`config.mk`:
```
export PLATFORM = sky130hd
export DESIGN_NAME = gfx_irq_ctrl
export DESIGN_NICKNAME = d
export VERILOG_FILES = /design/src/rtl/gfx_irq_pkg.sv /design/src/rtl/gfx_irq_field.sv /design/src/rtl/gfx_irq_ctrl.sv
export SDC_FILE = /design/constraint.sdc
export NUM_CORES = 1
export LEC_CHECK = 0
export BUFFER_PORTS_ARGS = -buffer_cell sky130_fd_sc_hd__buf_4
export CAP_MARGIN = 40
export CORE_MARGIN = 2
export CORE_UTILIZATION = 30
export DETAILED_ROUTE_END_ITERATION = 10
export PLACE_DENSITY = 0.83
export SYNTH_ARGS = -nofsm -noshare
export SYNTH_HDL_FRONTEND = slang
export SYNTH_SLANG_ARGS = --single-unit
export TNS_END_PERCENT = 5
```
`constraint.sdc`:
```
create_clock -name clk_i -period 3.02 [get_ports clk_i]
set_clock_uncertainty 0.2 [all_clocks]
set_input_delay 0.453 -clock clk_i [delete_from_list [all_inputs] [get_ports clk_i]]
set_output_delay 0.453 -clock clk_i [all_outputs]
set_load 0.1 [all_outputs]
```
`src/rtl/gfx_irq_pkg.sv`:
```
package gfx_irq_pkg;
  localparam int unsigned NUM_SRC    = 3;
  localparam int unsigned DATA_W     = 32;
  localparam int unsigned FIELD_STEP = 8;
  localparam int unsigned EN_OFS     = 0;
  localparam int unsigned REQ_OFS    = 1;
  localparam int unsigned GATE_OFS   = 2;

  typedef struct packed {
    logic req;
    logic en;
  } irq_field_t;
endpackage

```
`src/rtl/gfx_irq_field.sv`:
```
module gfx_irq_field
  import gfx_irq_pkg::*;
(
  input  logic       clk_i,
  input  logic       rst_ni,
  input  logic       wr_i,
  input  logic       en_d_i,
  input  logic       req_d_i,
  input  logic       evt_i,
  output irq_field_t st_o,
  output logic       pend_o
);
  irq_field_t st_q;

  always_ff @(posedge clk_i or negedge rst_ni) begin
    if (!rst_ni) begin
      st_q <= '0;
    end else begin
      if (wr_i) st_q.en <= en_d_i;
      // event beats a clearing write
      if (evt_i)     st_q.req <= 1'b1;
      else if (wr_i) st_q.req <= req_d_i;
    end
  end

  assign st_o   = st_q;
  assign pend_o = st_q.en & st_q.req;


  evt_sets_req_chk: assert property (@(posedge clk_i) disable iff (!rst_ni)
    evt_i |=> st_q.req);

  no_wr_hold_chk: assert property (@(posedge clk_i) disable iff (!rst_ni)
    (!wr_i && !evt_i) |=> $stable(st_q));

  ack_clears_chk: assert property (@(posedge clk_i) disable iff (!rst_ni)
    (wr_i && !req_d_i && !evt_i) |=> !st_q.req);
endmodule

```
`src/rtl/gfx_irq_ctrl.sv`:
```
module gfx_irq_ctrl
  import gfx_irq_pkg::*;
(
  input  logic              clk_i,
  input  logic              rst_ni,
  input  logic              wr_valid_i,
  input  logic [DATA_W-1:0] wr_data_i,
  output logic [DATA_W-1:0] rd_data_o,
  input  logic [NUM_SRC-1:0] evt_i,
  output logic              irq_o
);
  irq_field_t [NUM_SRC-1:0] st;
  logic [NUM_SRC-1:0] pend;
  logic [NUM_SRC-1:0] gate_wr;

  for (genvar g = 0; g < NUM_SRC; g++) begin : g_src
    localparam int unsigned BASE = g * FIELD_STEP;
    assign gate_wr[g] = wr_valid_i & wr_data_i[BASE+GATE_OFS];
    gfx_irq_field u_field (
      .clk_i   (clk_i),
      .rst_ni  (rst_ni),
      .wr_i    (gate_wr[g]),
      .en_d_i  (wr_data_i[BASE+EN_OFS]),
      .req_d_i (wr_data_i[BASE+REQ_OFS]),
      .evt_i   (evt_i[g]),
      .st_o    (st[g]),
      .pend_o  (pend[g])
    );
  end

  always_comb begin
    rd_data_o = '0;
    for (int i = 0; i < NUM_SRC; i++) begin
      rd_data_o[i*FIELD_STEP+EN_OFS]  = st[i].en;
      rd_data_o[i*FIELD_STEP+REQ_OFS] = st[i].req;
    end
  end

  assign irq_o = |pend;


  gate_zero_chk: assert property (@(posedge clk_i) disable iff (!rst_ni)
    rd_data_o[GATE_OFS] == 1'b0 && rd_data_o[FIELD_STEP+GATE_OFS] == 1'b0
    && rd_data_o[2*FIELD_STEP+GATE_OFS] == 1'b0);

  irq_level_chk: assert property (@(posedge clk_i) disable iff (!rst_ni)
    irq_o == (|(rd_data_o[DATA_W-1:0] & (rd_data_o >> 1) & 32'h0001_0101)));

  unused_zero_chk: assert property (@(posedge clk_i) disable iff (!rst_ni)
    (rd_data_o & ~32'h0003_0303) == '0);
endmodule

```
* Word-level counts from Yosys, hierarchy flattened *
Index checks and enable logic that the tools add are counted.

storage, ports and cells
  bits in registers = 6
  bits of input ports = 38
  output and inout port bits = 33
  logic and storage cells = 22

cells by class
  multiplexer cells = 6
  bitwise logic cells = 6
  reductions and logical operators = 4

operator list
  kind                number
  1-bit bitwise AND   6
  1-bit 2-to-1 mux    6
  2-bit nonzero test  3
  3-bit OR reduction  1

* Depth between registers and ports, before layout *
Gate-level depths: netlist of the first run.

  depth after elaboration = 3
  mapped depth = 2
  gate-level depth less buffers = 2

* Cells and area by module *
Synthesis of the first run repeated with hierarchy kept, for this count alone.

unflattened totals
  cell total of the unflattened synthesis = 49
  area, all modules = 475.5 um^2

by module, submodules not included
  module         times used  cells an instance  area each (um^2)  seq. area each (um^2)
  gfx_irq_field  3           6                  83.8              50.0
  gfx_irq_ctrl   1           31                 224.0             0.0

* Worst setup path after synthesis of the first run *
OpenSTA, ideal clock, no wires.

  path type = reg2out
  start = reg g_src[1].u_field.st_q (netlist bit g_src[1].u_field.st_o[0])
  end = out irq_o
  data arrival time = 1821 ps
  required time = 2367 ps
  setup slack = 546 ps
  stages on the path, launching flop included = 3
  buffers on the path = 0
  path through = dfrtp_1 a222oi_1 inv_1

on the way
  longest elaborated chain between the ends = 2

RTL lines
  what                RTL line             text
  start: declaration  gfx_irq_field.sv:13  irq_field_t st_q;
  1-bit bitwise AND   gfx_irq_field.sv:27  assign pend_o = st_q.en & st_q.req;
  3-bit OR reduction  gfx_irq_ctrl.sv:39   assign irq_o = |pend;
  end: declaration    gfx_irq_ctrl.sv:10   output logic irq_o

Every way passes these cells.

* Worst setup path after layout of the first run *
Same ends and word-level chain as after synthesis.

==> metrics.txt, run 1 <==
status finished, final reports clean; routability cong. around 0.70; sequential fraction of the synthesis area 32.3%; Post-route DRC 0; Max Slew Vio Count 0; HP Start evt_i[2]; final hold violations 0; H-tree lvl count 1; Core ar. 0.00147 mm2; fin util about two fifths; DP Wirelength between 700 and 800 um; fin area 574 um2; Port Buffers 21; max reg flops 6; CTS tree built; reg2reg end g_src[1].u_field.st_o[1]$_DFFE_PN0P_; number of diodes 0; global-route wire length before repair 1.17 mm; antenna violations before repair 0; Pwr Density around 770 mW/mm2; ANT nets after route 0; CTS Buf Count 3; height of the die approximately 43 um; Final Non-Filler Cells 87; clock latency on the worst-skew pair around 0.24 ns; I/O Pins between 70 and 80; Sequential cell area between 150 and 200 um2; placed instance count 83; #FFs+latches synth 6; maximum vdd drop ~0.23 mV; origin of the critical flop-to-flop path g_src[1].u_field.st_o[1]$_DFFE_PN0P_; site row count 14; P_leak between 0.3 and 0.4 nW; CP Launch Type register; die area approximately 0.0019 mm2; crit path max fanout 3; nets about 110; Crit Path Class reg -> out; Ys Warns 0; worst hold slack around 0.20 ns; hold endpoint g_src[2].u_field.st_o[1]$_DFFE_PN0P_; vias in the first global route about 280; grt total ovfl 0; min Tclk post-route about 1.9 ns; share of the synthesized area in the top cell type between 40% and 50%; Routed WL per cell 9.44 um; TritonCTS Sinks 6; initial core utilization a little under a third; clock slew at reported path FFs around 0.04 ns; CP endpoint kind output pin; synth top area cells buf_4 (42%), dfrtp_1 (32%), mux2_4 (9.7%); post-synthesis area per instance just under 10 um2; Power Total 0.443 mW; commonest non-fill, non-tap cells in the layout conb_1 (26), buf_4 (21), dfrtp_1 (6); Hold Crit Depth 2; DRT Wirelength about 820 um; layout filler cell count approximately 150; cells after synthesis between 40 and 50; P&R area growth vs syn 23.4%; final setup vio count 0; worst setup slack after layout ~1.1 ns; worst min path class in -> reg; TritonRoute pass-1 iters 4; largest area contributor in the netlist buf_4; Worst Path Required between 2 and 2.5 ns; # resized after CTS 0; vias post-DR ~330; Multi-input gate area around 210 um2; Clock Path Buffers 2; post-synthesis cell area 465 um2; RSZ-0062 raised after global routing false; Critical Path AT between 1 and 1.5 ns; DR iter-0 viols 2; Max-Cap Viols 0; layout cell share with drive strength beyond 1 around two fifths; post-CTS setup repair buffer count 0; Die X-Extent 43.4 um; fmax between 500 and 600 MHz; cells on worst reg2reg path 1; register-to-register setup slack between 2 and 2.5 ns; CTS Root Cell clkbuf_4; period utilization between 60 and 70%; drt via density approximately 3.8; largest net degree at the start of global routing 7; synth unique cells 10; GRT Total Usage under 10%; pre-CTS setup slack around 1.4 ns; TNS Setup 0 ns; Placed Instance Area approximately 540 um2; leading cell type in the layout, fill and taps excluded conb_1
## how the worst max path moves through the flow
stage,startpoint,endpoint,slack [ns]
2_1_floorplan,g_src[1].u_field.st_o[0]$_DFFE_PN0P_,irq_o,0.55
3_3_place_gp,g_src[1].u_field.st_o[0]$_DFFE_PN0P_,irq_o,1.34
3_5_place_dp,g_src[1].u_field.st_o[0]$_DFFE_PN0P_,irq_o,1.35
4_1_cts,g_src[1].u_field.st_o[0]$_DFFE_PN0P_,irq_o,1.08
5_1_grt,g_src[1].u_field.st_o[0]$_DFFE_PN0P_,irq_o,1.03
6_report,g_src[1].u_field.st_o[0]$_DFFE_PN0P_,irq_o,1.08
## cell type report
cell class / instances / area share, %
flip-flops and latches: 6 / 26.1
clock buffers: 3 / 3.92
multi-input cells: 39 / 36.6
repair buffers: 22 / 29.2
well taps: 16 / 3.49
inverters: 1 / 0.654
## report_power, final
| part | internal, mW | switching, mW | total (mW) |
|---|---|---|---|
| sequential | 0.0893 | 0.00738 | 0.0967 |
| clock | 0.0448 | 0.0269 | 0.0717 |
| combinational | 0.0388 | 0.236 | 0.275 |
## synth_stat cells
cell type	number
buf_4	26
dfrtp_1	6
a211o_1	3
mux2_4	3
nand2_1	3
and3_1	2
a222oi_1	1
and3_2	1
conb_1	1
inv_1	1
## kinds of logic (layout without fill, tap and decap cells)
group / after synthesis / count (layout) / synth area share (%)
buffers and inverters: 27 / 26 / 42.7
flip-flops: 6 / 6 / 32.3
AND/OR/NAND/NOR: 6 / 6 / 6.72
AO/OA/AOI/OAI: 4 / 4 / 7.80
multiplexers: 3 / 3 / 9.68
other: 1 / 26 / 0.806
## critical path, cell delays in order (launching register included)
cell	delay (ns)
dfrtp_1	0.39
a222oi_1	0.35
inv_1	0.07
buf_4	0.24
## routing by layer
metal	track usage, %	wire, um	vias to the layer above
met5	0	0	-
met4	5.45	0	0
met3	5.83	117	0
met2	13.7	416	25
met1	9.19	287	149
li1	-	-	154
## timing repair
action,4_1_cts,5_1_grt
hold buffers,1,0
endpoints found under the setup margin,0,0
endpoints found under the hold margin,6,0
(Power assumes the default switching activity.)
==> run 2: changes to the inputs <==
--- a/config.mk
+++ b/config.mk
@@ -5,12 +5,14 @@
 export SDC_FILE = /design/constraint.sdc
 export NUM_CORES = 1
 export LEC_CHECK = 0
+export ABC_AREA = 1
 export BUFFER_PORTS_ARGS = -buffer_cell sky130_fd_sc_hd__buf_4
 export CAP_MARGIN = 40
+export CORE_ASPECT_RATIO = 1.25
 export CORE_MARGIN = 2
-export CORE_UTILIZATION = 30
+export CORE_UTILIZATION = 28
 export DETAILED_ROUTE_END_ITERATION = 10
-export PLACE_DENSITY = 0.83
+export PLACE_DENSITY = 0.77
 export SYNTH_ARGS = -nofsm -noshare
 export SYNTH_HDL_FRONTEND = slang
 export SYNTH_SLANG_ARGS = --single-unit
==> constraint.sdc (replaced) <==
create_clock -name clk_i -period 2 [get_ports clk_i]
set_clock_uncertainty 0.2 [all_clocks]
set_input_delay 0.3 -clock clk_i [delete_from_list [all_inputs] [get_ports clk_i]]
set_output_delay 0.3 -clock clk_i [all_outputs]
set_load 0.1 [all_outputs]
==> run 2 against run 1 <==
Effect of this change: synthesized cell count grew 32%; cell area grew 2.0%; total power grew 47%; sequential power grew 48%; die area grew 9.2%; critical path depth is the same; largest power group unchanged.
==> metrics.txt, run 2 <==
grt total ovfl 0; Max Slew Vio Count 0; sequential fraction of the synthesis area 31.4%; CP endpoint kind output pin; share of the synthesized area in the top cell type just over 40%; die area 0.00206 mm2; nets approximately 130; CTS tree built; status finished, final reports clean; I/O Pins 71; Port Buffers 21; Die X-Extent a little over 40 um; GRT Total Usage a little under a tenth; commonest non-fill, non-tap cells in the layout conb_1 (26), buf_4 (21), nand2_1 (15), nand3_1 (9), dfrtp_1 (4); ANT nets after route 0; worst min path class in -> reg; DP Wirelength 735 um; Worst Path Required about 1.5 ns; antenna violations before repair 0; final setup vio count 0; final hold violations 0; post-synthesis area per instance 7.71 um2; CTS Buf Count 3; layout cell share with drive strength beyond 1 31.8%; number of diodes 0; Crit Path Class reg -> out; met3 GRT Util about 3.1%; TNS Setup 0 ns; TritonRoute pass-1 iters 3; DRT Wirelength ~820 um; Async SR Flop Fraction 100%; largest area contributor in the netlist buf_4; max reg flops 6; P_leak approximately 0.35 nW; Post-route DRC 0; routability cong. ~0.57; number of flops mapped to enable cells by yosys 0; count leader, synth buf_4; worst hold slack between 0.06 and 0.07 ns; pre-CTS setup slack 0.721 ns; post-synthesis cell area ~480 um2; global-route wire length before repair between 1 and 1.5 mm; crit path max fanout 3; vias in the first global route roughly 320; fin util 37.0%; Routed WL per cell 7.98 um; H-tree lvl count 1; CTS Root Cell clkbuf_4; GRT met2 Usage between 10% and 20%; DR iter-0 viols 3; TritonCTS Sinks 6; drt via density between 3 and 4; Core ar. between 0.0015 and 0.002 mm2; #FFs+latches synth 6; fin area 586 um2; RSZ-0062 raised after global routing false; min Tclk post-route between 1.5 and 2 ns; worst setup slack after layout 0.481 ns; Pwr Density about 1100 mW/mm2; Ys Warns 0; clock latency on the worst-skew pair approximately 0.23 ns; period utilization about three quarters; Placed Instance Area around 550 um2; M1 GR Usage under 10%; # resized after CTS 0; site row count 16; P&R area growth vs syn 22.5%; leading cell type in the layout, fill and taps excluded conb_1; height of the die about 50 um; CP Launch Type register; cells after synthesis slightly above 60; Top Usage Layer GRT met2; fmax 658 MHz; Clock Path Buffers 2; maximum vdd drop between 0.3 and 0.4 mV; synth top area cells buf_4 (41%), dfrtp_1 (31%), nand2_1 (12%); synth unique cells 7; vias post-DR ~380; most common flop cell mapped by yosys dfrtp_1; commonest cells in the netlist buf_4 (26), nand2_1 (15), nand3_1 (10); initial core utilization 30.2%; largest net degree at the start of global routing 10; Critical Path AT 1.02 ns; Max-Cap Viols 0; clock slew at reported path FFs ~0.04 ns; layout filler cell count 178
## run 2: where the power goes
| part | total [mW] | switching, mW | internal (mW) |
|---|---|---|---|
| clock network | 0.105 | 0.0373 | 0.0675 |
| logic | 0.403 | 0.355 | 0.0488 |
| registers | 0.143 | 0.00895 | 0.134 |
| total | 0.651 | 0.401 | 0.250 |
## run 2: cell families (layout without fill, tap and decap cells)
logic type / after synthesis / count (layout) / share of synthesized area (%)
buf+inv: 30 / 28 / 45.5
simple gates: 25 / 25 / 22.3
flops: 6 / 6 / 31.4
other cells: 1 / 26 / 0.785
## run 2: critical path, stage by stage (launching register included)
cell and delay (ns):
dfrtp_1 0.36, nand2_1 0.07, nand3_2 0.07, buf_4 0.28
## run 2: area by class of cell
cell class                      count  area, um2  share of cell area [%]
Timing Repair Buffer               22        168                    28.6
Clock buffer                        3       22.5                    3.85
Inverter                            3       11.3                    1.92
Tap cell                           18       22.5                    3.85
Multi-Input combinational cell     51        209                    35.7
Sequential cell                     6        153                    26.1
## run 2: per-stage QoR
stage / instances / total power, mW
global placement: 99 / 0.545
detailed placement: 99 / 0.548
global route: 103 / 0.684
finish: 103 / 0.651
floorplan: 87 / 0.534
CTS: 103 / 0.662
## run 2: worst paths after layout
check                                                startpoint                                    to  slack (ns)  cells after the start
max in group asynchronous                                rst_ni  g_src[1].u_field.st_o[1]$_DFFE_PN0P_        1.27                      2
min in group asynchronous                                rst_ni  g_src[0].u_field.st_o[0]$_DFFE_PN0P_        0.21                      2
setup reg to reg           g_src[1].u_field.st_o[1]$_DFFE_PN0P_  g_src[1].u_field.st_o[1]$_DFFE_PN0P_        1.15                      2
hold / removal                                         evt_i[2]  g_src[2].u_field.st_o[1]$_DFFE_PN0P_        0.07                      3
hold reg to reg            g_src[1].u_field.st_o[0]$_DFFE_PN0P_  g_src[1].u_field.st_o[0]$_DFFE_PN0P_        0.30                      2
setup / recovery           g_src[0].u_field.st_o[0]$_DFFE_PN0P_                                 irq_o        0.48                      3
## run 2: repair_timing
| action | in CTS | in global routing |
|---|---|---|
| setup endpoints to repair | 0 | 0 |
| endpoints found under the hold margin | 6 | 0 |
| hold buffers | 1 | 0 |
| setup buffers | 0 | 0 |
## run 2: routing by layer
| layer | wire (um) | part of all wire (%) |
|---|---|---|
| met5 | 0 | 0 |
| met4 | 0 | 0 |
| met3 | 125 | 15 |
| met2 | 416 | 51 |
| met1 | 280 | 34 |
